### config.mk
export PLATFORM = sky130hd
export DESIGN_NAME = pmu_ctrl
export DESIGN_NICKNAME = d
export VERILOG_FILES = /design/src/rtl/pmu_pkg.sv /design/src/rtl/pmu_dpath.sv /design/src/rtl/pmu_fsm.sv /design/src/rtl/pmu_ctrl.sv
export SDC_FILE = /design/constraint.sdc
export NUM_CORES = 1
export LEC_CHECK = 0
export BUFFER_PORTS_ARGS = -buffer_cell sky130_fd_sc_hd__buf_4
export CELL_PAD_IN_SITES_DETAIL_PLACEMENT = 1
export CELL_PAD_IN_SITES_GLOBAL_PLACEMENT = 2
export CORE_ASPECT_RATIO = 0.8
export CORE_MARGIN = 10
export CORE_UTILIZATION = 31
export DETAILED_ROUTE_END_ITERATION = 6
export GPL_TIMING_DRIVEN = 0
export PLACE_DENSITY_LB_ADDON = 0.08
export SLEW_MARGIN = 20
export SYNTH_ARGS = -nofsm -noshare
export SYNTH_HDL_FRONTEND = slang
export SYNTH_SLANG_ARGS = --single-unit
### constraint.sdc
create_clock -name clk -period 2.6 [get_ports clk]
set_input_delay 0.39 -clock clk [delete_from_list [all_inputs] [get_ports clk]]
set_output_delay 0.39 -clock clk [all_outputs]
set_load 0.02 [all_outputs]
### src/rtl/pmu_pkg.sv
package pmu_pkg;

  typedef enum logic [2:0] {
    ST_ACTIVE,
    ST_GATING,
    ST_SLEEP,
    ST_DEBOUNCE,
    ST_STARTUP,
    ST_RESUME,
    ST_RESET
  } pmuState_t;

  typedef enum logic [1:0] {
    CAUSE_NONE = 2'd0,
    CAUSE_GPIO = 2'd1,
    CAUSE_RTC  = 2'd2,
    CAUSE_WDT  = 2'd3
  } wakeCause_t;

  // strobes from control to datapath
  typedef struct packed {
    logic enterSleep;
    logic wakeLatch;
    logic loadDebounce;
    logic loadStartup;
    logic countDown;
  } pmuStrobe_t;

endpackage

### src/rtl/pmu_dpath.sv
module pmu_dpath
  import pmu_pkg::*;
#(
  parameter int GPIO_PINS     = 8,
  parameter int LIGHT_WAIT    = 3,
  parameter int MODERATE_WAIT = 7,
  parameter int STANDBY_WAIT  = 15,
  parameter int DEEP_WAIT     = 40,
  parameter int DEBOUNCE_WAIT = 4
) (
  input  logic                 clk,
  input  logic                 rst_n,
  input  logic                 regWrEn,
  input  logic [2:0]           regWrData,
  input  logic                 rtcBusy,
  input  logic                 isActive,
  input  logic                 sleeping,
  input  logic [GPIO_PINS-1:0] gpioEvt,
  input  logic [GPIO_PINS-1:0] gpioWakeEn,
  input  logic                 rtcWake,
  input  logic                 rtcWakeEn,
  input  logic                 wdtWake,
  input  logic                 gpioIrqEn,
  input  logic                 rtcIrqEn,
  input  logic                 lfClk,
  input  pmuStrobe_t           strb,
  output logic [2:0]           effMode,
  output logic [2:0]           modeQ,
  output logic                 wakeAny,
  output wakeCause_t           wakeNext,
  output wakeCause_t           causeQ,
  output logic                 irqPend,
  output logic                 cntZero,
  output logic                 wrErr,
  output logic                 xtalOscEn,
  output logic                 lfSrcSel,
  output logic                 mainRegEn,
  output logic [7:0]           regRdData
);

  localparam int MAX_A = (LIGHT_WAIT > MODERATE_WAIT) ? LIGHT_WAIT : MODERATE_WAIT;
  localparam int MAX_B = (STANDBY_WAIT > DEEP_WAIT) ? STANDBY_WAIT : DEEP_WAIT;
  localparam int MAX_C = (MAX_A > MAX_B) ? MAX_A : MAX_B;
  localparam int MAX_W = (MAX_C > DEBOUNCE_WAIT) ? MAX_C : DEBOUNCE_WAIT;
  localparam int CNT_W = $clog2(MAX_W + 1);

  logic [2:0]       savedMode;
  logic [CNT_W-1:0] cnt;
  logic             acceptWr;
  logic             gpioHit;

  function automatic logic [CNT_W-1:0] waitFor(input logic [2:0] lvl);
    logic [CNT_W-1:0] w;
    if (lvl[2])              w = CNT_W'(DEEP_WAIT - 1);
    else if (lvl == 3'd3)    w = CNT_W'(STANDBY_WAIT - 1);
    else if (lvl == 3'd2)    w = CNT_W'(MODERATE_WAIT - 1);
    else                     w = CNT_W'(LIGHT_WAIT - 1);
    return w;
  endfunction

  // mode register write path
  assign acceptWr = regWrEn && !rtcBusy && isActive;
  assign effMode  = acceptWr ? regWrData : modeQ;

  always_ff @(posedge clk or negedge rst_n) begin
    if (!rst_n) begin
      modeQ <= 3'd0;
      wrErr <= 1'b0;
    end else begin
      wrErr <= regWrEn && rtcBusy;
      if (strb.wakeLatch)  modeQ <= 3'd0;
      else if (acceptWr)   modeQ <= regWrData;
    end
  end

  always_ff @(posedge clk or negedge rst_n) begin
    if (!rst_n)               savedMode <= 3'd0;
    else if (strb.enterSleep) savedMode <= effMode;
  end

  // wake arbitration: watchdog over RTC over GPIO
  assign gpioHit = |(gpioEvt & gpioWakeEn);

  always_comb begin
    if (wdtWake)                  wakeNext = CAUSE_WDT;
    else if (rtcWake && rtcWakeEn) wakeNext = CAUSE_RTC;
    else if (gpioHit)             wakeNext = CAUSE_GPIO;
    else                          wakeNext = CAUSE_NONE;
  end
  assign wakeAny = (wakeNext != CAUSE_NONE);

  always_ff @(posedge clk or negedge rst_n) begin
    if (!rst_n) begin
      causeQ  <= CAUSE_NONE;
      irqPend <= 1'b0;
    end else if (strb.wakeLatch) begin
      causeQ  <= wakeNext;
      irqPend <= ((wakeNext == CAUSE_GPIO) && gpioIrqEn) ||
                 ((wakeNext == CAUSE_RTC) && rtcIrqEn);
    end
  end

  // shared debounce / startup countdown
  always_ff @(posedge clk or negedge rst_n) begin
    if (!rst_n)                 cnt <= '0;
    else if (strb.loadDebounce) cnt <= CNT_W'(DEBOUNCE_WAIT - 1);
    else if (strb.loadStartup)  cnt <= waitFor(savedMode);
    else if (strb.countDown)    cnt <= cnt - 1'b1;
  end
  assign cntZero = (cnt == '0);

  // power domain outputs from the latched level
  assign xtalOscEn = !(sleeping && savedMode[2]);
  assign lfSrcSel  = sleeping && (savedMode[2] || (savedMode == 3'd3));
  assign mainRegEn = !(sleeping && (savedMode[2:1] != 2'b00));

  assign regRdData = {5'b0, causeQ, lfClk};


  write_block_chk: assert property (@(posedge clk) disable iff (!rst_n)
    (regWrEn && rtcBusy && !strb.wakeLatch) |=> (modeQ == $past(modeQ)));

endmodule

### src/rtl/pmu_fsm.sv
module pmu_fsm
  import pmu_pkg::*;
(
  input  logic       clk,
  input  logic       rst_n,
  input  logic       instrDone,
  input  logic [2:0] effMode,
  input  logic [2:0] modeQ,
  input  logic       wakeAny,
  input  wakeCause_t wakeNext,
  input  wakeCause_t causeQ,
  input  logic       cntZero,
  output pmuStrobe_t strb,
  output logic       isActive,
  output logic       sleeping,
  output logic       cpuClkEn,
  output logic       resumeStb,
  output logic       cpuRst
);

  pmuState_t state, nxt;

  always_comb begin
    nxt  = state;
    strb = '0;
    unique case (state)
      ST_ACTIVE: begin
        if (instrDone && (effMode != 3'd0)) begin
          strb.enterSleep = 1'b1;
          nxt = ST_GATING;
        end
      end
      ST_GATING: nxt = ST_SLEEP;
      ST_SLEEP: begin
        if (wakeAny) begin
          strb.wakeLatch = 1'b1;
          if (wakeNext == CAUSE_GPIO) begin
            strb.loadDebounce = 1'b1;
            nxt = ST_DEBOUNCE;
          end else begin
            strb.loadStartup = 1'b1;
            nxt = ST_STARTUP;
          end
        end
      end
      ST_DEBOUNCE: begin
        if (cntZero) begin
          strb.loadStartup = 1'b1;
          nxt = ST_STARTUP;
        end else begin
          strb.countDown = 1'b1;
        end
      end
      ST_STARTUP: begin
        if (cntZero) nxt = (causeQ == CAUSE_WDT) ? ST_RESET : ST_RESUME;
        else         strb.countDown = 1'b1;
      end
      ST_RESUME: nxt = ST_ACTIVE;
      ST_RESET:  nxt = ST_ACTIVE;
      default:   nxt = ST_ACTIVE;
    endcase
  end

  always_ff @(posedge clk or negedge rst_n) begin
    if (!rst_n) state <= ST_ACTIVE;
    else        state <= nxt;
  end

  assign isActive  = (state == ST_ACTIVE);
  assign sleeping  = (state == ST_SLEEP) || (state == ST_DEBOUNCE);
  assign cpuClkEn  = (state == ST_ACTIVE) || (state == ST_RESUME) || (state == ST_RESET);
  assign resumeStb = (state == ST_RESUME);
  assign cpuRst    = (state == ST_RESET);


  gating_entry_chk: assert property (@(posedge clk) disable iff (!rst_n)
    ((state == ST_ACTIVE) && instrDone && (effMode != 3'd0)) |=> !cpuClkEn);


  wdt_reset_chk: assert property (@(posedge clk) disable iff (!rst_n)
    cpuRst |-> (causeQ == CAUSE_WDT));


  mode_clear_chk: assert property (@(posedge clk) disable iff (!rst_n)
    (state == ST_STARTUP) |-> (modeQ == 3'd0));


  debounce_cause_chk: assert property (@(posedge clk) disable iff (!rst_n)
    (state == ST_DEBOUNCE) |-> (causeQ == CAUSE_GPIO));

endmodule

### src/rtl/pmu_ctrl.sv
module pmu_ctrl
  import pmu_pkg::*;
#(
  parameter int GPIO_PINS     = 8,
  parameter int LIGHT_WAIT    = 3,
  parameter int MODERATE_WAIT = 7,
  parameter int STANDBY_WAIT  = 15,
  parameter int DEEP_WAIT     = 40,
  parameter int DEBOUNCE_WAIT = 4
) (
  input  logic                 clk,
  input  logic                 rst_n,
  input  logic                 instrDone,
  input  logic                 regWrEn,
  input  logic [2:0]           regWrData,
  output logic [7:0]           regRdData,
  input  logic                 rtcBusy,
  output logic                 wrErr,
  input  logic                 lfClk,
  input  logic [GPIO_PINS-1:0] gpioEvt,
  input  logic [GPIO_PINS-1:0] gpioWakeEn,
  input  logic                 rtcWake,
  input  logic                 rtcWakeEn,
  input  logic                 wdtWake,
  input  logic                 gpioIrqEn,
  input  logic                 rtcIrqEn,
  output logic                 cpuClkEn,
  output logic                 xtalOscEn,
  output logic                 lfSrcSel,
  output logic                 mainRegEn,
  output logic                 resumeStb,
  output logic                 cpuRst,
  output logic                 gpioIrq,
  output logic                 rtcIrq
);

  pmuStrobe_t strb;
  logic [2:0] effMode, modeQ;
  logic       wakeAny, irqPend, cntZero, isActive, sleeping;
  wakeCause_t wakeNext, causeQ;

  pmu_fsm u_fsm (
    .clk(clk), .rst_n(rst_n), .instrDone(instrDone),
    .effMode(effMode), .modeQ(modeQ), .wakeAny(wakeAny),
    .wakeNext(wakeNext), .causeQ(causeQ), .cntZero(cntZero),
    .strb(strb), .isActive(isActive), .sleeping(sleeping),
    .cpuClkEn(cpuClkEn), .resumeStb(resumeStb), .cpuRst(cpuRst)
  );

  pmu_dpath #(
    .GPIO_PINS(GPIO_PINS), .LIGHT_WAIT(LIGHT_WAIT),
    .MODERATE_WAIT(MODERATE_WAIT), .STANDBY_WAIT(STANDBY_WAIT),
    .DEEP_WAIT(DEEP_WAIT), .DEBOUNCE_WAIT(DEBOUNCE_WAIT)
  ) u_dpath (
    .clk(clk), .rst_n(rst_n), .regWrEn(regWrEn), .regWrData(regWrData),
    .rtcBusy(rtcBusy), .isActive(isActive), .sleeping(sleeping),
    .gpioEvt(gpioEvt), .gpioWakeEn(gpioWakeEn), .rtcWake(rtcWake),
    .rtcWakeEn(rtcWakeEn), .wdtWake(wdtWake), .gpioIrqEn(gpioIrqEn),
    .rtcIrqEn(rtcIrqEn), .lfClk(lfClk), .strb(strb),
    .effMode(effMode), .modeQ(modeQ), .wakeAny(wakeAny),
    .wakeNext(wakeNext), .causeQ(causeQ), .irqPend(irqPend),
    .cntZero(cntZero), .wrErr(wrErr), .xtalOscEn(xtalOscEn),
    .lfSrcSel(lfSrcSel), .mainRegEn(mainRegEn), .regRdData(regRdData)
  );

  assign gpioIrq = resumeStb && irqPend && (causeQ == CAUSE_GPIO);
  assign rtcIrq  = resumeStb && irqPend && (causeQ == CAUSE_RTC);


  irq_with_resume_chk: assert property (@(posedge clk) disable iff (!rst_n)
    (gpioIrq || rtcIrq) |-> (cpuClkEn && !cpuRst));

endmodule

==> results by group <==
Synthesis
  – Area fraction in compound gates after synthesis: 0.197
  – Commonest cells in the netlist: dfrtp_1 (19), inv_1 (9), mux2i_1 (9), nand3_1 (9), nor2_1 (9)
  – Synth Area per Inst: approximately 9.4 um^2
  – Post-synthesis cell area: ~1300 um^2
  – Most common cell in the synthesized netlist: dfrtp_1
  – Seq/Total Area, Yosys: 0.363
  – Number of flops mapped to enable cells by yosys: 0
  – Yosys top cell by area: dfrtp_1
  – Async set-or-reset flop fraction in the synthesized netlist: 1.00
  – Warnings, synthesis: 0
  – Netlist cell types: 47
  – Xor/xnor share of the synthesized area: 0.0201
  – Fraction of synthesized area in multiplexers: 0.100
  – Synth Area in Simple Gates: 0.221
  – Largest family of logic cells by synthesized area: simple AND/OR/NAND/NOR gates
  – Synthesized instance count: roughly 140
  – Synth top area cells: dfrtp_1 (36%), mux2i_1 (6.9%), nand3_1 (3.4%), buf_4 (3.4%), inv_1 (2.6%)
  – Adder-Cell Fraction of Synth Area: 0.0191
  – Synth top area share: 0.363
  – Main synth FF type: dfrtp_1
  – Flop and latch count out of synthesis: 19

Cells and area
  – # diodes: 0
  – Fin nets: about 220
  – Core Util, Final: 0.425
  – Layout cells sized above 1: 0.330
  – Synth-to-Final Area Change: 34.0%
  – Fillers: a little over 500
  – Fin area: 1750 um^2

STA
  – FMAX: 0.500 GHz
  – Clk_skew: approximately 0.0025 ns
  – Final Hold Violating Endpoints: 0
  – Period minus WS final: approximately 2.0 ns
  – Final period utilization: 0.769
  – Setup Total Neg Slack: 0 ns
  – RSZ-0062 raised after global routing: false
  – Slew Limit Fails: 0
  – Setup ws final: 0.602 ns
  – Setup-failing EPs final: 0

Floorplan
  – Starting Density: 0.317
  – Die width: between 90 and 100 um
  – Core area: around 4100 um^2
  – Io pins: 47
  – Die Area: approximately 7200 um^2
  – Die height: just under 80 um
  – # rows: 21

Global routing
  – Vias in the first global route: 1344
  – Congestion Overflow GR: 0
  – Largest net degree at the start of global routing: 20
  – Initial antenna violation count: 0
  – GRT Overall Usage: 0.117
  – Global-route wire length before repair: approximately 7 mm

Pwr
  – NetSw: between 0.0008 and 0.0009 W
  – Sequential power share: 0.304
  – Internal: 0.00100 W
  – VDD IR-drop max: 442 uV
  – PD cells: approximately 1000 nW/um^2
  – Comb power frac: 0.578
  – Clock power frac: 0.118
  – Leakage power: just under 0.9 nW
  – Switching share of total power: 0.452

Place
  – Dpl ws: ~0.61 ns
  – DP Area: about 1700 um^2
  – Port buffer count: 40
  – GPL Wtd Cong: 0.849
  – DP Wirelength: roughly 3.5 mm

Critical path
  – WS Path Type: register to primary output
  – Crit Path Max Fanout: 10
  – Worst setup EP type: primary output
  – FF-to-FF setup slack: ~0.73 ns
  – Data required, critical path: approximately 2.2 ns
  – Origin of the critical flop-to-flop path: u_fsm.state[1]
  – CP Launch Type: register
  – Worst EP arrival: roughly 1.6 ns
  – R2R depth: 6
  – Critical R2R Capture: u_dpath.savedMode[2]

Detailed routing
  – Vias/cell: 5.02
  – Initial DRC Count: slightly below 60
  – Post-route ant nets: 0
  – Drt pass-1 iters: 4
  – DR DRC count: 0
  – Average wire per standard cell: roughly 17 um
  – Vias: 1231
  – Routed wire length: approximately 4.1 mm

CTS
  – Reg clk slew, reported paths: 0.08 ns
  – TritonCTS Buffers: 3
  – Clock root cell: clkbuf_8
  – H-tree levels: 1
  – CTS Buffer Depth: 2
  – Post-CTS Resized: 0
  – TritonCTS clock tree: yes
  – Post-CTS Hold Buffers: 1
  – Post-CTS Setup Bufs: 0
  – # clock sinks: 19
  – Worst-skew pair later-pin latency: about 0.26 ns

Worst hold path
  – Hold_sp: rtcBusy
  – Hold Path Depth: 2
  – Hold EP: u_dpath.wrErr
  – Hold crit path type: input pin to register

Run
  – Maximum capacitance violations: 0

Status
  – Status: finished, final reports clean
-- per-stage QoR --
step                      hold WS (ns)  std cells  total power (W)
final                            0.359        245          0.00183
after global routing             0.358        245          0.00202
after CTS                        0.357        245          0.00186
after detailed placement         0.287        240          0.00163
after global placement           0.286        240          0.00160
after floorplan                 0.0944        143          0.00129
-- kinds of logic after synthesis --
logic type	count (synthesis)
xor+xnor	3
fa+ha+maj	2
buf+inv	18
other cells	1
simple gates	49
flops	19
compound gates	35
mux	12
-- registers in the layout, summed over array words and instances (netlist names) --
name               flops
u_dpath.causeQ         2
u_fsm.state            3
u_dpath.cnt            6
u_dpath.irqPend        1
u_dpath.wrErr          1
u_dpath.modeQ          3
u_dpath.savedMode      3
-- cell type report --
| cell class | count | area, um^2 | share of cell area |
|---|---|---|---|
| clock inverters | 1 | 7.51 | 0.00428 |
| plain buffers | 9 | 66.3 | 0.0378 |
| repair buffers | 41 | 310 | 0.177 |
| well taps | 57 | 71.3 | 0.0407 |
| flip-flops and latches | 19 | 475 | 0.271 |
| inverters | 9 | 33.8 | 0.0193 |
| clock buffers | 3 | 41.3 | 0.0235 |
| multi-input cells | 106 | 748 | 0.427 |
-- worst max-delay path, cell delays in order, from the launching register on --
cell and delay [ns]:
dfrtp_1 0.46, buf_2 0.24, and3_1 0.20, nand2_1 0.07, nor3b_1 0.20, buf_4 0.17
-- cell usage in the layout (no fill, tap or decap), drive strengths merged, types with 2 or more instances in the layout --
cell | netlist | routed
ha | 2 | 2
and3 | 3 | 3
nor3b | 2 | 2
conb | 1 | 5
mux2i | 9 | 9
nand4 | 2 | 2
and2 | 3 | 3
o21a | 3 | 3
a22oi | 5 | 5
a21o | 3 | 3
mux2 | 3 | 3
nand3 | 9 | 9
o22ai | 2 | 2
nor2 | 9 | 9
nand2 | 7 | 7
buf | 9 | 49
clkbuf | 0 | 3
nand2b | 2 | 2
o2bb2ai | 2 | 2
dfrtp | 19 | 19
o21ai | 6 | 6
nor3 | 4 | 4
inv | 9 | 9
nand3b | 2 | 2
xnor2 | 3 | 3
a21oi | 6 | 6
nor4 | 2 | 2
-- how the worst max path moves through the flow --
| stage | slack [ns] | end | start | cells after the start |
|---|---|---|---|---|
| 6_report | 0.60 | gpioIrq | u_fsm.state[0] | 5 |
| 5_1_grt | 0.47 | gpioIrq | u_fsm.state[0] | 5 |
| 4_1_cts | 0.60 | gpioIrq | u_fsm.state[0] | 5 |
| 3_5_place_dp | 0.61 | u_fsm.state[0] | gpioEvt[7] | 6 |
| 3_3_place_gp | 0.64 | u_fsm.state[1] | gpioEvt[7] | 6 |
| 2_1_floorplan | 0.69 | gpioIrq | u_fsm.state[0] | 4 |
-- power groups by stage --
| stage | Sequential [W] | Combinational, W | Clock (W) |
|---|---|---|---|
| final | 0.000557 | 0.00106 | 0.000217 |
| after global routing | 0.000580 | 0.00120 | 0.000239 |
| after CTS | 0.000556 | 0.00108 | 0.000227 |
| after detailed placement | 0.000563 | 0.00107 | 0 |
| after global placement | 0.000556 | 0.00104 | 0 |
| after floorplan | 0.000540 | 0.000752 | 0 |
-- per-layer routing --
metal / routed length, um / track usage / up-vias
li1: - / - / 599
met1: 1930 / 0.151 / 605
met2: 2040 / 0.196 / 25
met3: 145 / 0.0247 / 2
met4: 18 / 0.0292 / 0
met5: 0 / 0 / -
(Power assumes the default switching activity.)
